==> src/rtl/irq_aggregator.sv <==
module irq_aggregator #(
  parameter int ADDR_W   = 16,
  parameter int DATA_W   = 32,
  parameter int MAIN_W   = 16,
  parameter int SUB_W    = 16,
  parameter logic [ADDR_W-1:0] OFS_MAIN_ST   = 16'hF000,
  parameter logic [ADDR_W-1:0] OFS_MAIN_MASK = 16'hF010,
  parameter logic [ADDR_W-1:0] OFS_DMA       = 16'hE010,
  parameter logic [ADDR_W-1:0] OFS_SUB       = 16'hF230
) (
  input  logic              clk,
  input  logic              rst_n,
  input  logic              bus_we,
  input  logic [ADDR_W-1:0] bus_addr,
  input  logic [DATA_W-1:0] bus_wdata,
  output logic [DATA_W-1:0] bus_rdata,
  input  logic [MAIN_W-1:0] ev_main,
  input  logic [DATA_W/2-1:0] ev_dma,
  input  logic [SUB_W-1:0]  ev_sub,
  output logic              irq_main,
  output logic              irq_dma,
  output logic              irq_sub
);
  localparam int HALF = DATA_W / 2;

  logic [MAIN_W-1:0] main_st, main_mask, main_st_n, main_mask_n;
  logic [HALF-1:0]   dma_st, dma_mask, dma_st_n, dma_mask_n;
  logic [SUB_W-1:0]  sub_fl, sub_fl_n;

  wire hit_main_st   = bus_addr == OFS_MAIN_ST;
  wire hit_main_mask = bus_addr == OFS_MAIN_MASK;
  wire hit_dma       = bus_addr == OFS_DMA;
  wire hit_sub       = bus_addr == OFS_SUB;

  wire wr_main_st   = bus_we && hit_main_st;
  wire wr_main_mask = bus_we && hit_main_mask;
  wire wr_dma       = bus_we && hit_dma;
  wire wr_sub       = bus_we && hit_sub;

  // Clear first, then OR in events: a same-cycle event always survives.
  assign main_st_n   = (main_st & ~(wr_main_st ? bus_wdata[MAIN_W-1:0] : '0)) | ev_main;
  assign main_mask_n = wr_main_mask ? bus_wdata[MAIN_W-1:0] : main_mask;
  assign dma_st_n    = (dma_st & ~(wr_dma ? bus_wdata[HALF-1:0] : '0)) | ev_dma;
  assign dma_mask_n  = dma_mask ^ (wr_dma ? bus_wdata[DATA_W-1:HALF] : '0);
  assign sub_fl_n    = (sub_fl & ~(wr_sub ? bus_wdata[SUB_W-1:0] : '0)) | ev_sub;

  always_ff @(posedge clk or negedge rst_n) begin
    if (!rst_n) begin
      main_st   <= '0;
      main_mask <= '0;
      dma_st    <= '0;
      dma_mask  <= '0;
      sub_fl    <= '0;
      irq_main  <= 1'b0;
      irq_dma   <= 1'b0;
      irq_sub   <= 1'b0;
    end else begin
      main_st   <= main_st_n;
      main_mask <= main_mask_n;
      dma_st    <= dma_st_n;
      dma_mask  <= dma_mask_n;
      sub_fl    <= sub_fl_n;
      irq_main  <= |(main_st_n & main_mask_n);
      irq_dma   <= |(dma_st_n & dma_mask_n);
      irq_sub   <= |sub_fl_n;
    end
  end

  always_comb begin
    bus_rdata = '0;
    if (hit_main_st)        bus_rdata[MAIN_W-1:0] = main_st;
    else if (hit_main_mask) bus_rdata[MAIN_W-1:0] = main_mask;
    else if (hit_dma)       bus_rdata = {dma_mask, dma_st};
    else if (hit_sub)       bus_rdata[SUB_W-1:0] = sub_fl;
  end

  assert_set_wins_R10: assert property (@(posedge clk) disable iff (!rst_n)
    (ev_main != '0) |=> ((main_st & $past(ev_main)) == $past(ev_main)));

  assert_w1c_main_R3: assert property (@(posedge clk) disable iff (!rst_n)
    (wr_main_st && ev_main == '0) |=> ((main_st & $past(bus_wdata[MAIN_W-1:0])) == '0));

  assert_dma_mask_kept_R7: assert property (@(posedge clk) disable iff (!rst_n)
    (wr_dma && bus_wdata[DATA_W-1:HALF] == '0) |=> $stable(dma_mask));

  assert_main_irq_R5: assert property (@(posedge clk) disable iff (!rst_n)
    irq_main == |(main_st & main_mask));

  assert_dma_irq_R8: assert property (@(posedge clk) disable iff (!rst_n)
    irq_dma == |(dma_st & dma_mask));

  assert_sub_irq_R9: assert property (@(posedge clk) disable iff (!rst_n)
    irq_sub == (sub_fl != '0));

  assert_unmapped_R11: assert property (@(posedge clk) disable iff (!rst_n)
    (bus_we && !hit_main_st && !hit_main_mask && !hit_dma && !hit_sub)
      |=> ($stable(main_mask) && $stable(dma_mask)));
endmodule

==> config.mk <==
export PLATFORM = sky130hd
export DESIGN_NAME = irq_aggregator
export DESIGN_NICKNAME = d
export VERILOG_FILES = /design/src/rtl/irq_aggregator.sv
export SDC_FILE = /design/constraint.sdc
export NUM_CORES = 1
export LEC_CHECK = 0
export ABC_AREA = 1
export BUFFER_PORTS_ARGS = -buffer_cell sky130_fd_sc_hd__buf_2
export CORE_MARGIN = 2
export CORE_UTILIZATION = 30
export DETAILED_ROUTE_END_ITERATION = 10
export HOLD_SLACK_MARGIN = 0.12
export SETUP_SLACK_MARGIN = 0.05
export SLEW_MARGIN = 20
export SYNTH_ARGS = -nofsm -noshare
export SYNTH_HDL_FRONTEND = slang
export SYNTH_SLANG_ARGS = --single-unit
==> constraint.sdc <==
create_clock -name clk -period 1.46 [get_ports clk]
set_input_delay 0.219 -clock clk [delete_from_list [all_inputs] [get_ports clk]]
set_output_delay 0.219 -clock clk [all_outputs]
set_load 0.1 [all_outputs]
# After elaboration in Yosys (flattened, before gate mapping)
# Cells that the tools add are included.
dict set report op_classes {
  eq_ne 4
  n_mux 12
  n_bitwise 12
  reduce_logical 7
}
# operator n
set ops {}
lappend ops {{16-bit two-way mux} 12}
lappend ops {{16-bit bitwise AND} 5}
lappend ops {{16-bit equality test (second input constant)} 4}
lappend ops {{16-bit NOT} 3}
lappend ops {{16-bit bitwise OR} 3}
lappend ops {{16-bit OR reduction} 3}
lappend ops {{16-bit XOR} 1}
lappend ops {{1-bit logical AND} 4}
dict set report word_totals {
  register_bits 83
  input_bits 99
  out_inout_bits 35
  word_cells 43
}

# Longest topological paths before layout
dict set report logic_depth {
  word_depth 8
  mapped_depth 15
  mapped_depth_nobuf 14
}

# Worst setup path after synthesis
# OpenSTA, ideal clock, no wires.
dict set report synth_timing {
  path_type {input-to-output}
  from {in bus_addr[3]}
  to {out bus_rdata[16]}
  arrival_ps 2210
  required_time_ps 1241
  setup_slack_ps -969
  cell_stages 6
  n_path_buf 1
  cell_sequence {nor2_2 > nand2_4 > nor2_8 > nand2_4 > buf_1 > nor2_1}
}
dict set report synth_via {
  elab_chain_len 4
  elab_cells_between_ends 6
  classes_between {eq/ne: 3; mux: 3}
}
# element line
set synth_lines {}
lappend synth_lines {{start, declared} 14} ;# input logic [ADDR_W-1:0] bus_addr,
lappend synth_lines {{16-bit equality test} 32} ;# wire hit_dma = bus_addr == OFS_DMA;
lappend synth_lines {{16-bit two-way mux} 73} ;# else if (hit_dma) bus_rdata = {dma_mask, dma_st};
lappend synth_lines {{16-bit two-way mux} 72} ;# else if (hit_main_mask) bus_rdata[MAIN_W-1:0] = main_mask;
lappend synth_lines {{16-bit two-way mux *} 71} ;# if (hit_main_st) bus_rdata[MAIN_W-1:0] = main_st;
lappend synth_lines {{end, declared} 16} ;# output logic [DATA_W-1:0] bus_rdata,
# Mark *: on every way between the ends. The rest lies on a longest branch, timed or not.

# Final worst setup path
dict set report layout_timing {
  from {in bus_addr[9]}
  to {out bus_rdata[3]}
}
dict set report layout_via {
  elab_chain_len 5
  elab_cells_between_ends 8
  classes_between {eq/ne: 4; mux: 4}
}
# element line
set layout_lines {}
lappend layout_lines {{16-bit equality test} 33} ;# wire hit_sub = bus_addr == OFS_SUB;
lappend layout_lines {{16-bit two-way mux} 74} ;# else if (hit_sub) bus_rdata[SUB_W-1:0] = sub_fl;
lappend layout_lines {{16-bit two-way mux} 73}
lappend layout_lines {{16-bit two-way mux} 72}
lappend layout_lines {{16-bit two-way mux *} 71}
# Marks and branches as above.

==> flow_summary.rst <==
.. list-table::
   :header-rows: 1

   * - Metric
     - Value
   * - Dpl cells
     - 1023
   * - Total power of the final layout
     - 5.15 mW
   * - Maximum buffer depth of the clock tree
     - 2
   * - Worst Hold Class
     - in2reg
   * - Number of rows created at floorplan
     - 46
   * - Worst voltage drop across the vdd grid
     - 0.453 mV
   * - Horiz. Die Dim
     - 131 microns
   * - Worst slack at placement
     - -0.450 ns
   * - Remaining global-route overflow
     - 0
   * - Initial Utilization
     - 30.5%
   * - Number of antenna violations at the first check in global routing
     - 1
   * - Violated checks
     - setup timing
   * - Synth warn
     - 0
   * - Total count of hold-check failures in the final report
     - 0
   * - Final core utilization
     - 53.1%
   * - Post-route worst setup slack
     - -0.370 ns
   * - Unrepaired setup endpoints after global routing
     - yes
   * - Starting DRC count in detailed routing
     - 309
   * - Detailed-route DRC error count
     - 0
   * - Clock Power Share
     - 45.0%
   * - Worst reg-to-reg path cell count
     - 8
   * - Top library cells by usage in the layout, fill and taps aside
     - 173 x nand2_1, 95 x inv_1, 89 x buf_2
   * - Post-synthesis sequential area ratio
     - 43.2%
   * - DR pass1 iterations
     - 4
   * - Share of power burned in combinational logic
     - 10.3%
   * - Hold path start
     - ev_sub[14]
   * - Std-Cell Core Area
     - 15800 sq um
   * - Count of non-filler cells in the finished layout
     - 1097
   * - Final Cycle Share
     - 125%
   * - Antenna Nets Post-Route
     - 0
   * - Hold-critical path depth
     - 3
   * - Bufs and invs on worst path
     - 7
   * - Net Sw Frac
     - 23.1%
   * - Worst path max stage delay
     - 0.16 ns
   * - Pin slew with the least headroom to its limit
     - 0.489 ns
   * - Final GP Congestion
     - 0.806
   * - GRT Util Overall
     - 21.2%
   * - Clk slew on worst S/H paths
     - 0.06 ns
   * - Worst EP arrival
     - 1.61 ns
   * - Sequential fraction of design power
     - 44.7%
   * - Required time of the worst setup path
     - 1.24 ns
   * - Via count of the first global-routing pass
     - 5438
   * - Clock insertion delay at the later pin of the skew report
     - 0.34 ns
   * - Leakage
     - 3.94 nW
   * - Register bit count reported by yosys
     - 83
   * - Total negative slack
     - -10.34 ns
   * - Post-layout minimum cycle time
     - 1.83 ns
   * - Count of antenna diodes in the layout
     - 0
   * - Clock root cell
     - clkbuf_16
   * - Startpoint of the most critical register-to-register path
     - dma_st[14]
   * - Largest net degree at the start of global routing
     - 33
   * - IO Pins
     - 134
   * - CP max FO
     - 11
   * - Port Buf Inserts
     - 133
   * - CP delay by family, top
     - buffers and inverters
   * - Type of origin of the critical path
     - primary input
   * - Final setup skew
     - 0.00682 ns
   * - Worst path depth
     - 14
   * - H-tree levels
     - 3
   * - Total net switching power
     - 1.19 mW
   * - Number of violations of the max-capacitance limit
     - 0
   * - Fraction of final layout cells with drive strength greater than 1
     - 42.3%
   * - Yosys cell types
     - 27
   * - Final Max Slew Viols
     - 0
   * - Highest attainable clock frequency
     - 0.547 GHz
   * - Routed wire length
     - 17.6 mm
   * - Post-synth net total
     - 750
   * - Normalized max-slew margin
     - 67.6%
   * - Crit end category
     - output port
   * - Sum of net half-perimeters after detailed placement
     - 12.9 mm
   * - Final count of negative-setup-slack endpoints
     - 35
   * - Syn Inst Count
     - 651
   * - Die area
     - 17100 sq um
   * - Worst setup path startpoint
     - bus_addr[9]
   * - Power density relative to cell area
     - 615 nW/um^2
   * - Sink count of the clock tree
     - 83
   * - Synthesis-to-layout area growth
     - 74.0%
   * - Number of inserted filler cells in the final layout
     - 1492
   * - Outcome
     - finished, violations left
   * - Avg WL per Cell
     - 16.1 microns
   * - Critical path class
     - in2out
   * - CP cell instances
     - buf_8 > buf_6 > inv_4 > nand2_4 > nor2_4 > nand2_4 > nor2_4 > buf_6 > buf_12 > nand2_1 > nand3_2 > o221ai_4 > clkinvlp_4 > buf_12
   * - Standard cell with the maximum stage delay on the critical path
     - buf_12
   * - Average vias per placed instance
     - 4.74
   * - Worst hold margin
     - 0.128 ns
   * - Placement-stage cell area
     - 7040 sq um
   * - Total number of vias
     - 5201
   * - Syn avg cell area
     - 7.39 sq um
   * - Die boundary height
     - 131 microns
   * - Clock tree from TritonCTS
     - built
   * - Post-Synthesis Cell Area
     - 4810 sq um
   * - Nets
     - 976
   * - Most common cell after layout, fill and taps aside
     - nand2_1
   * - Number of buffers created by CTS
     - 9
   * - Summed area of non-filler cells in the final layout
     - 8370 sq um
   * - Internal power
     - 3.96 mW
   * - Wire length of the first global-routing pass
     - 27.5 mm
-- synthesized netlist by cell type --
library cell  count  area, sq um
nand2_2           5         31.3
nand3_1          35          175
inv_1           105          394
nor2_4            6         67.6
nor2_1           38          143
o21ai_2           2         17.5
buf_6             3         33.8
buf_2            12         60.1
o211ai_1          9         67.6
nor2_8            2         40.0
nor2_2            6         37.5
clkbuf_1          5         18.8
nand4_1          57          357
nor3_2            1         10.0
clkinv_2          1         5.00
nand2_4           3         33.8
buf_12            1         20.0
clkinv_1          2         7.51
nand2_1         208          781
o221ai_1          7         61.3
o21ai_1          22          110
nand3_2          13          130
inv_2             2         7.51
buf_1             2         7.51
o21ai_0          17         85.1
dfrtp_1          83         2080
buf_4             4         30.0
-- cell type report --
| type | count | area, sq um | area share (%) |
|---|---|---|---|
| clock buffer | 13 | 260 | 3.11 |
| clock inverter | 2 | 35.0 | 0.419 |
| inverter | 110 | 444 | 5.31 |
| multi-input combinational | 431 | 2830 | 33.8 |
| sequential | 83 | 2080 | 24.8 |
| tap | 216 | 270 | 3.23 |
| timing repair buffer | 242 | 2450 | 29.3 |
-- routing by layer --
metal / global-route usage [%] / part of all wire [%]
met1: 27.1 / 43
met4: 7.20 / 2.0
met3: 3.62 / 5.8
met5: 0 / 0
met2: 36.5 / 49
-- worst paths after layout --
kind / endpoint / slack, ns
max in group asynchronous: dma_mask[8] / 0.60
worst max register to register: irq_dma / 0.35
worst min-delay path: sub_fl[14] / 0.13
worst max-delay path: bus_rdata[3] / -0.37
worst min register to register: main_mask[5] / 0.50
min in group asynchronous: main_st[7] / 0.36
-- power by group through the flow --
| stage | registers [mW] | logic [mW] | clock network (mW) |
|---|---|---|---|
| floorplan | 2.35 | 0.108 | 0 |
| global placement | 2.34 | 0.403 | 0 |
| detailed placement | 2.34 | 0.403 | 0 |
| CTS | 2.30 | 0.509 | 2.37 |
| global route | 2.30 | 0.580 | 2.46 |
| finish | 2.30 | 0.530 | 2.31 |
-- state kept, by name, summed over array words and instances, names as in the netlist --
signal,count
dma_mask,16
dma_st,16
irq_dma,1
irq_main,1
irq_sub,1
main_mask,16
main_st,16
sub_fl,16
-- what timing repair did --
action	4_1_cts	5_1_grt
hold endpoints to repair	55	0
hold buffers	31	0
gates resized for setup	69	50
gates cloned	3	1
buffers inserted	22	4
setup endpoints to repair	35	61
pin swaps	26	21
-- worst register-to-register path: cells and delay by family (launching register included) --
family / cells / cell delay, ns
buffers and inverters: 1 / 0.06
AND/OR/NAND/NOR: 6 / 0.42
flip-flops: 1 / 0.42
AO/OA/AOI/OAI: 1 / 0.10
-- kinds of logic after synthesis --
group | after synthesis | share of synthesized area, %
simple gates | 374 | 37.5
flops | 83 | 43.2
compound gates | 57 | 7.10
buf+inv | 137 | 12.2
Power figures use the tool's default switching activity.
